File: config.mk
export PLATFORM = sky130hd
export DESIGN_NAME = i2c_bus_monitor
export DESIGN_NICKNAME = d
export VERILOG_FILES = /design/src/rtl/i2cbm_pkg.sv /design/src/rtl/i2cbm_monitor.sv /design/src/rtl/i2cbm_gen.sv /design/src/rtl/i2cbm_irq.sv /design/src/rtl/i2c_bus_monitor.sv
export SDC_FILE = /design/constraint.sdc
export NUM_CORES = 1
export LEC_CHECK = 0
export ABC_AREA = 1
export BUFFER_PORTS_ARGS = -buffer_cell sky130_fd_sc_hd__buf_2
export CORE_UTILIZATION = 51
export DETAILED_ROUTE_END_ITERATION = 8
export GPL_ROUTABILITY_DRIVEN = 0
export MAX_ROUTING_LAYER = met4
export PLACE_DENSITY = 0.78
export SYNTH_ARGS = -nofsm -noshare
export SYNTH_HDL_FRONTEND = slang
export SYNTH_SLANG_ARGS = --single-unit
File: constraint.sdc
create_clock -name clk -period 1.4 [get_ports clk]
set_input_delay 0.14 -clock clk [delete_from_list [all_inputs] [get_ports clk]]
set_output_delay 0.14 -clock clk [all_outputs]
set_load 0.02 [all_outputs]
File: src/rtl/i2cbm_pkg.sv
package i2cbm_pkg;
    typedef enum logic [2:0] {
        G_IDLE,
        G_START,
        G_HELD,
        G_RS_REL,
        G_RS_SCL,
        G_STOP
    } gen_state_e;
endpackage

File: src/rtl/i2cbm_monitor.sv
module i2cbm_monitor #(
    parameter int STAGES = 2
) (
    input  logic clk,
    input  logic rst_n,
    input  logic scl_i,
    input  logic sda_i,
    output logic start_det,
    output logic stop_det,
    output logic busy
);
    typedef struct packed {
        logic [STAGES-1:0] scl;
        logic [STAGES-1:0] sda;
        logic              scl_prev;
        logic              sda_prev;
        logic              busy;
    } mon_t;

    mon_t s_d, s_q;
    logic scl_s, sda_s;

    assign scl_s = s_q.scl[STAGES-1];
    assign sda_s = s_q.sda[STAGES-1];

    always_comb begin
        start_det = scl_s && s_q.scl_prev && s_q.sda_prev && !sda_s;
        stop_det  = scl_s && s_q.scl_prev && !s_q.sda_prev && sda_s;
        s_d          = s_q;
        s_d.scl      = {s_q.scl[STAGES-2:0], scl_i};
        s_d.sda      = {s_q.sda[STAGES-2:0], sda_i};
        s_d.scl_prev = scl_s;
        s_d.sda_prev = sda_s;
        if (start_det)     s_d.busy = 1'b1;
        else if (stop_det) s_d.busy = 1'b0;
    end

    always_ff @(posedge clk or negedge rst_n) begin
        if (!rst_n) begin
            s_q.scl      <= '1;
            s_q.sda      <= '1;
            s_q.scl_prev <= 1'b1;
            s_q.sda_prev <= 1'b1;
            s_q.busy     <= 1'b0;
        end else begin
            s_q <= s_d;
        end
    end

    assign busy = s_q.busy;


    busy_set_chk: assert property (@(posedge clk) disable iff (!rst_n)
        start_det |=> busy);

    busy_clr_chk: assert property (@(posedge clk) disable iff (!rst_n)
        stop_det |=> !busy);
endmodule

File: src/rtl/i2cbm_gen.sv
module i2cbm_gen
    import i2cbm_pkg::*;
#(
    parameter int HOLD_W = 8
) (
    input  logic              clk,
    input  logic              rst_n,
    input  logic [HOLD_W-1:0] cfg_hold,
    input  logic              mst,
    input  logic              trs,
    input  logic              wr_en,
    input  logic              wr_busy,
    input  logic              wr_scp,
    output logic              scl_oe,
    output logic              sda_oe
);
    typedef struct packed {
        gen_state_e        st;
        logic [HOLD_W-1:0] cnt;
    } gen_t;

    gen_t g_d, g_q;
    logic cmd_ok, phase_end;

    always_comb begin
        cmd_ok    = wr_en && !wr_scp && mst;
        phase_end = (g_q.cnt == cfg_hold);
        g_d       = g_q;
        unique case (g_q.st)
            G_IDLE: begin
                g_d.cnt = '0;
                if (cmd_ok && wr_busy && trs) g_d.st = G_START;
            end
            G_HELD: begin
                g_d.cnt = '0;
                if (cmd_ok && wr_busy && trs) g_d.st = G_RS_REL;
                else if (cmd_ok && !wr_busy)  g_d.st = G_STOP;
            end
            default: begin
                if (phase_end) begin
                    g_d.cnt = '0;
                    unique case (g_q.st)
                        G_START:  g_d.st = G_HELD;
                        G_RS_REL: g_d.st = G_RS_SCL;
                        G_RS_SCL: g_d.st = G_START;
                        default:  g_d.st = G_IDLE;
                    endcase
                end else begin
                    g_d.cnt = g_q.cnt + 1'b1;
                end
            end
        endcase
    end

    always_ff @(posedge clk or negedge rst_n) begin
        if (!rst_n) begin
            g_q.st  <= G_IDLE;
            g_q.cnt <= '0;
        end else begin
            g_q <= g_d;
        end
    end

    assign sda_oe = (g_q.st == G_START) || (g_q.st == G_HELD) || (g_q.st == G_STOP);
    assign scl_oe = (g_q.st == G_HELD) || (g_q.st == G_RS_REL);


    scl_after_sda_chk: assert property (@(posedge clk) disable iff (!rst_n)
        $rose(scl_oe) |-> sda_oe);

    scp_noop_chk: assert property (@(posedge clk) disable iff (!rst_n)
        (wr_en && wr_scp && (g_q.st == G_IDLE || g_q.st == G_HELD)) |=> $stable(g_q.st));

    slave_lock_chk: assert property (@(posedge clk) disable iff (!rst_n)
        (wr_en && !mst && g_q.st == G_IDLE) |=> g_q.st == G_IDLE);
endmodule

File: src/rtl/i2cbm_irq.sv
module i2cbm_irq (
    input  logic clk,
    input  logic rst_n,
    input  logic mst,
    input  logic trs,
    input  logic byte_done,
    input  logic addr_match,
    input  logic arb_lost,
    input  logic stop_det,
    input  logic irq_rd,
    input  logic irq_wr,
    input  logic irq_wdata,
    output logic irq
);
    typedef struct packed {
        logic flag;
        logic arm;
    } irq_t;

    irq_t r_d, r_q;
    logic set_evt, clr_req;

    always_comb begin
        set_evt = byte_done
                || (addr_match && !mst && !trs)
                || (arb_lost && mst && trs)
                || stop_det;
        clr_req = irq_wr && !irq_wdata && r_q.arm;
        r_d     = r_q;
        if (irq_rd && r_q.flag) r_d.arm = 1'b1;
        if (irq_wr)             r_d.arm = 1'b0;
        if (set_evt)            r_d.flag = 1'b1;
        else if (clr_req)       r_d.flag = 1'b0;
    end

    always_ff @(posedge clk or negedge rst_n) begin
        if (!rst_n) r_q <= '0;
        else        r_q <= r_d;
    end

    assign irq = r_q.flag;


    irq_set_chk: assert property (@(posedge clk) disable iff (!rst_n)
        set_evt |=> irq);

    noarm_keep_chk: assert property (@(posedge clk) disable iff (!rst_n)
        (irq && !r_q.arm && !set_evt) |=> irq);

    set_wins_chk: assert property (@(posedge clk) disable iff (!rst_n)
        (set_evt && clr_req) |=> irq);
endmodule

File: src/rtl/i2c_bus_monitor.sv
module i2c_bus_monitor #(
    parameter int HOLD_W      = 8,
    parameter int SYNC_STAGES = 2
) (
    input  logic              clk,
    input  logic              rst_n,
    input  logic              scl_i,
    input  logic              sda_i,
    output logic              scl_oe,
    output logic              sda_oe,
    input  logic [HOLD_W-1:0] cfg_hold,
    input  logic              mst,
    input  logic              trs,
    input  logic              wr_en,
    input  logic              wr_busy,
    input  logic              wr_scp,
    output logic              busy_o,
    input  logic              irq_rd,
    input  logic              irq_wr,
    input  logic              irq_wdata,
    input  logic              byte_done,
    input  logic              addr_match,
    input  logic              arb_lost,
    output logic              irq_o
);
    logic start_det, stop_det;

    i2cbm_monitor #(.STAGES(SYNC_STAGES)) u_mon (
        .clk(clk), .rst_n(rst_n), .scl_i(scl_i), .sda_i(sda_i),
        .start_det(start_det), .stop_det(stop_det), .busy(busy_o)
    );

    i2cbm_gen #(.HOLD_W(HOLD_W)) u_gen (
        .clk(clk), .rst_n(rst_n), .cfg_hold(cfg_hold), .mst(mst), .trs(trs),
        .wr_en(wr_en), .wr_busy(wr_busy), .wr_scp(wr_scp),
        .scl_oe(scl_oe), .sda_oe(sda_oe)
    );

    i2cbm_irq u_irq (
        .clk(clk), .rst_n(rst_n), .mst(mst), .trs(trs),
        .byte_done(byte_done), .addr_match(addr_match), .arb_lost(arb_lost),
        .stop_det(stop_det), .irq_rd(irq_rd), .irq_wr(irq_wr),
        .irq_wdata(irq_wdata), .irq(irq_o)
    );


    reset_idle_chk: assert property (@(posedge clk)
        $rose(rst_n) |-> (!busy_o && !irq_o && !scl_oe && !sda_oe));
endmodule

### Word level (Yosys, flattened, before mapping)

Index checks and enable logic that the tools add are counted.

| word-level totals | value |
|---|---|
| bits in registers | 20 |
| input port bits | 23 |
| output and inout bits | 4 |
| logic and storage cells | 67 |

| cells by class | value |
|---|---|
| add/sub/neg operators | 1 |
| equality and inequality tests | 8 |
| multiplexer cells | 13 |
| reduce and logical (&&, ||, !) cells | 36 |

Operators by type and width:

| kind | count |
|---|---|
| case mux 11 bit (2 select lines) | 1 |
| logical AND 1 bit | 17 |
| two-way mux 3 bit | 4 |
| case mux 3 bit (3 select lines) | 1 |
| adder 8 x 1 -> 8 bit, second input constant | 1 |
| == test 8 bit | 1 |
| two-way mux 8 bit | 1 |
| logical NOT 1 bit | 7 |
| == test 3 x 2 -> 1 bit, second input constant | 2 |
| == test 3 bit, second input constant | 2 |
| logical OR 1 bit | 6 |
| two-way mux 1 bit | 6 |
| nonzero test 2 bit | 3 |
| == test 3 x 1 -> 1 bit, second input constant | 1 |
| logical NOT 3 bit | 1 |
| inequality test 3 x 1 -> 1 bit, second input constant | 1 |
| AND reduction 3 bit | 1 |
| nonzero test 3 bit | 1 |
| inequality test 2 x 1 -> 1 bit, second input constant | 1 |

### Logic depth before layout (Yosys ltp)

| depth | value |
|---|---|
| depth after elaboration | 7 |
| mapped depth | 10 |

### By module

From an unflattened synthesis, not the netlist that was laid out.

| unflattened totals | value |
|---|---|
| cells, all modules | 124 |
| area total of the unflattened synthesis | 1023.5 um^2 |

By module, submodules not included:

| module | instances | cells an instance | area each (um^2) | sequential area each (um^2) |
|---|---|---|---|---|
| i2cbm_gen | 1 | 93 | 690.7 | 275.3 |
| i2cbm_monitor | 1 | 17 | 224.0 | 182.7 |
| i2cbm_irq | 1 | 14 | 108.9 | 50.0 |

### Least setup slack after synthesis

OpenSTA, ideal clock, no wires.

| timing path | value |
|---|---|
| kind | register to register |
| from | register u_gen.g_q[5] (netlist bit) |
| to | register u_gen.g_q[10] (netlist bit) |
| arrival | 1089 ps |
| data required time | 1335 ps |
| path slack | 246 ps |
| cell stages (with the launch flop) | 11 |
| buffers on the path | 1 |
| path through | dfrtp_1 -> inv_1 -> nand2_1 -> nand2_1 -> nand2_1 -> nor2_1 -> nand2_1 -> nand2_2 -> buf_6 -> nand3_1 -> nand2_1 |

| between the ends | value |
|---|---|
| word-level cells in the longest chain between the ends | 3 |

Ends and longest elaborated chain:

| item | line | source |
|---|---|---|
| start: declaration | i2cbm_gen.sv:22 | `gen_t g_d, g_q;` |
| start signal: assignment | i2cbm_gen.sv:60 | `g_q <= g_d;` |
| == test 8 bit | i2cbm_gen.sv:27 | `phase_end = (g_q.cnt == cfg_hold);` |
| nonzero test 3 bit (no line) | n/a |  |
| AND reduction 3 bit (no line) | n/a |  |

No other way between the ends.
A chain may end at the register's enable or synchronous reset.

### Worst setup path after layout

| timing path | value |
|---|---|
| from | register u_gen.g_q[8] (netlist bit) |
| to | output port scl_oe |

| between the ends | value |
|---|---|
| word-level cells in the longest chain between the ends | 2 |
| elaborated cells on any way between the ends | 3 |
| classes of those cells | eq/ne (2); reduce/logical (1) |

Ends and longest elaborated chain:

| item | line | source |
|---|---|---|
| == test 3 x 2 -> 1 bit | i2cbm_gen.sv:65 | `assign scl_oe = (g_q.st == G_HELD) \|\| (g_q.st == G_RS_REL);` |
| logical OR 1 bit * | i2cbm_gen.sv:65 |  |
| end: declaration | i2c_bus_monitor.sv:9 | `output logic scl_oe,` |

Mark *: on every way between the ends. The rest lies on a longest branch, timed or not.

==> flow_summary_export.csv <==
group,metric,value,unit
status,outcome,"completed",
floorplanning,start_util,53.89,%
logic_synthesis,syn_area,1057,um2
setup_path,crit_fanout,4,
placement,io_buffers,26,
pwr,switching_power,775.9,uW
clocking,cts_tree,"done",
route,drt-pass1-iter-count,4,
logic_synthesis,synth_cell_types,23,
logic_synthesis,yosys_warnings,0,
cells_and_area,diodes,0,
route,vias_per_cell,4.807,
clocking,htree_levels,1,
timing,setup_viol,0,
logic_synthesis,ys_seq_area_share,48.05,%
logic_synthesis,yosys.area.top_type,"dfrtp_1",
route,wl_per_cell,10.92,um
setup_path,crit_type,"reg -> out",
placement,dp_hpwl,1585,um
setup_path,path_cells,"buf_4, nand3b_1, nand2_1, buf_2",
timing,slew_headroom,72.14,%
setup_path,critPathBufInv,2,
global_routing,grt_overflow,0,
logic_synthesis,yosys.area.top_type_share,33.14,%
hold_path,min_path_type,"in -> reg",
timing,timing.fmax,750.1,MHz
global_routing,first_global_vias,903,
logic_synthesis,syn-num-nets,158,
pwr,pwr-share-comb,39.5,%
logic_synthesis,synthCells,134,
logic_synthesis,ys_seq_elements,20,
global_routing,antenna_found_initial,0,
pwr,ir_drop,1307,uV
cells_and_area,fin_nets,200,
timing,final-max-slew-violation-count,0,
pwr,clock_power_share,22.5,%
timing,tightest_slew,0.4180,ns
setup_path,cp_slowest_cell,"dfrtp_1",
clocking,numCtsBuffers,3,
run,drv_cap,0,
cells_and_area,area_growth,30.53,%
timing,min_period_over_period,95.22,%
floorplanning,io_pins,27,
logic_synthesis,syn_area_per_cell,7.890,um2
pwr,switching_share,37.12,%
route,first_iter_violations,17,
clocking,insertion_delay,0.31,ns
setup_path,startpoint_type,"flop",
setup_path,max_stage_delay,0.43,ns
global_routing,grt_start_max_net_pins,21,
floorplanning,fp.dieW,47.53,um
pwr,p_leak,0.7046,nW
pwr,intPower,1.315,mW
route,vias,971,
setup_path,end_kind,"primary output",
floorplanning,row_count,16,
route,ant_nets,0,
clocking,cts_sinks,20,
floorplanning,die_h,47.53,um
clocking,clockBufferDepth,2,
pwr,p_seq_share,38.1,%
cells_and_area,drive_gt1_share,32.57,%
timing,hold_ws,0.04005,ns
setup_path,cp.arrival,1.19,ns
logic_synthesis,yosys-top-cells-area,"dfrtp_1 33%, dfstp_2 15%, nand2_1 14%, inv_1 7.5%, nor2_1 5.0%",
timing,fin_skew,0.01067,ns
global_routing,grt_pass1_wl,3456,um
setup_path,cp_top_family,"flip-flops",
floorplanning,die-area,2259,um2
timing,hold_viol,0,
route,routed_wl,2206,um
floorplanning,core,1962,um2
clocking,root_buffer,"clkbuf_4",
clocking,clk_pin_slew,0.12,ns
setup_path,crit_required,1.26,ns
route,drc,0,
pwr,power,2.090,mW
cells_and_area,nFillCells,184,
global_routing,grt_usage,23.14,%
timing,period_minus_slack,1.333,ns
pwr,p_per_area,1515,nW/um2
## what timing repair did
action / 4_1_cts / 5_1_grt
pin swaps: 0 / 1
endpoints found under the setup margin: 1 / 8
hold buffers: 4 / 0
gates cloned: 0 / 1
gates resized for setup: 0 / 7
endpoints found under the hold margin: 17 / 0
buffers inserted: 1 / 4
## routing by layer
metal  up-vias  share of wire, %  track usage (%)
met5         -                 0                -
met4         0               1.7            8.333
met3         5               4.4            2.264
met2        36                51            42.47
met1       433                43            25.91
li1        497                 -                -
## worst paths after layout
| check | startpoint | endpoint | slack (ns) | cells past startpoint |
|---|---|---|---|---|
| min | byte_done | u_irq.irq | 0.04 | 3 |
| max in group asynchronous | rst_n | u_gen.g_q[10] | 0.80 | 2 |
| max reg2reg | u_gen.g_q[4] | u_gen.g_q[9] | 0.08 | 10 |
| max | u_gen.g_q[8] | scl_oe | 0.07 | 4 |
| min in group asynchronous | rst_n | u_gen.g_q[4] | 0.28 | 2 |
| min reg2reg | u_mon.s_d[4] | u_mon.s_d[1] | 0.36 | 0 |
## worst min-delay path: stages
cell,delay (ns)
buf_2,0.07
nor2_1,0.04
o221ai_1,0.06
## area by class of cell
class	instances	area, um2	area share, %
clock buffer	3	22.52	1.632
clock inverter	1	30.03	2.176
inverter	22	82.58	5.984
multi-input combinational	92	479.2	34.72
sequential	20	509.2	36.90
tap	27	33.78	2.448
timing repair buffer	37	222.7	16.14
## cell usage in the layout (no fill, tap or decap), types with 6 or more instances in the layout
master,instances
nand2_1,37
buf_2,26
buf_4,7
nor2_1,13
dfstp_2,6
inv_1,20
dfrtp_1,13
nand3_1,9
a21oi_1,7
## per-stage QoR
step	setup TNS, ns	cells	worst slack (ns)	instance area, um2	utilization, %
final	0	202	0.06690	1380	70.34
after global routing	-0.04275	202	-0.02067	1380	70.34
after global placement	0	188	0.08419	1225	62.44
after detailed placement	0	188	0.06080	1225	62.44
after floorplan	0	134	0.2462	1057	-
after CTS	0	197	0.02475	1325	67.54
## registers in the layout (all words and copies together) (netlist names)
signal and flops:
u_mon.s_q 2, u_gen.g_q 11, u_mon.s_d 4, u_irq.r_q 1
u_irq.irq 1, u_mon.busy 1
## cells by family (layout without fill, tap and decap cells)
| kind of cell | count (synthesis) | count (layout) | synth area share, % |
|---|---|---|---|
| simple gates | 73 | 74 | 30.41 |
| xor+xnor | 4 | 4 | 3.313 |
| buf+inv | 23 | 63 | 8.876 |
| fa+ha+maj | 1 | 1 | 1.183 |
| compound gates | 13 | 13 | 8.166 |
| flops | 20 | 20 | 48.05 |
## power groups by stage
stage	clock, mW	combinational (mW)	sequential, mW
2_1_floorplan	0	0.510	0.778
3_5_place_dp	0	0.699	0.797
5_1_grt	0.500	0.927	0.810
4_1_cts	0.476	0.747	0.778
6_report	0.470	0.825	0.795
3_3_place_gp	0	0.665	0.791
## cells in the mapped netlist (all sizes together)
cell type,number
a21boi,1
a21oi,8
buf,1
dfrtp,14
dfstp,6
ha,1
inv,22
nand2,41
nand3,9
nand3b,2
nand4,1
nor2,15
nor3,4
nor3b,1
o21ai,3
o221ai,1
xnor2,4
(Power assumes the default switching activity.)
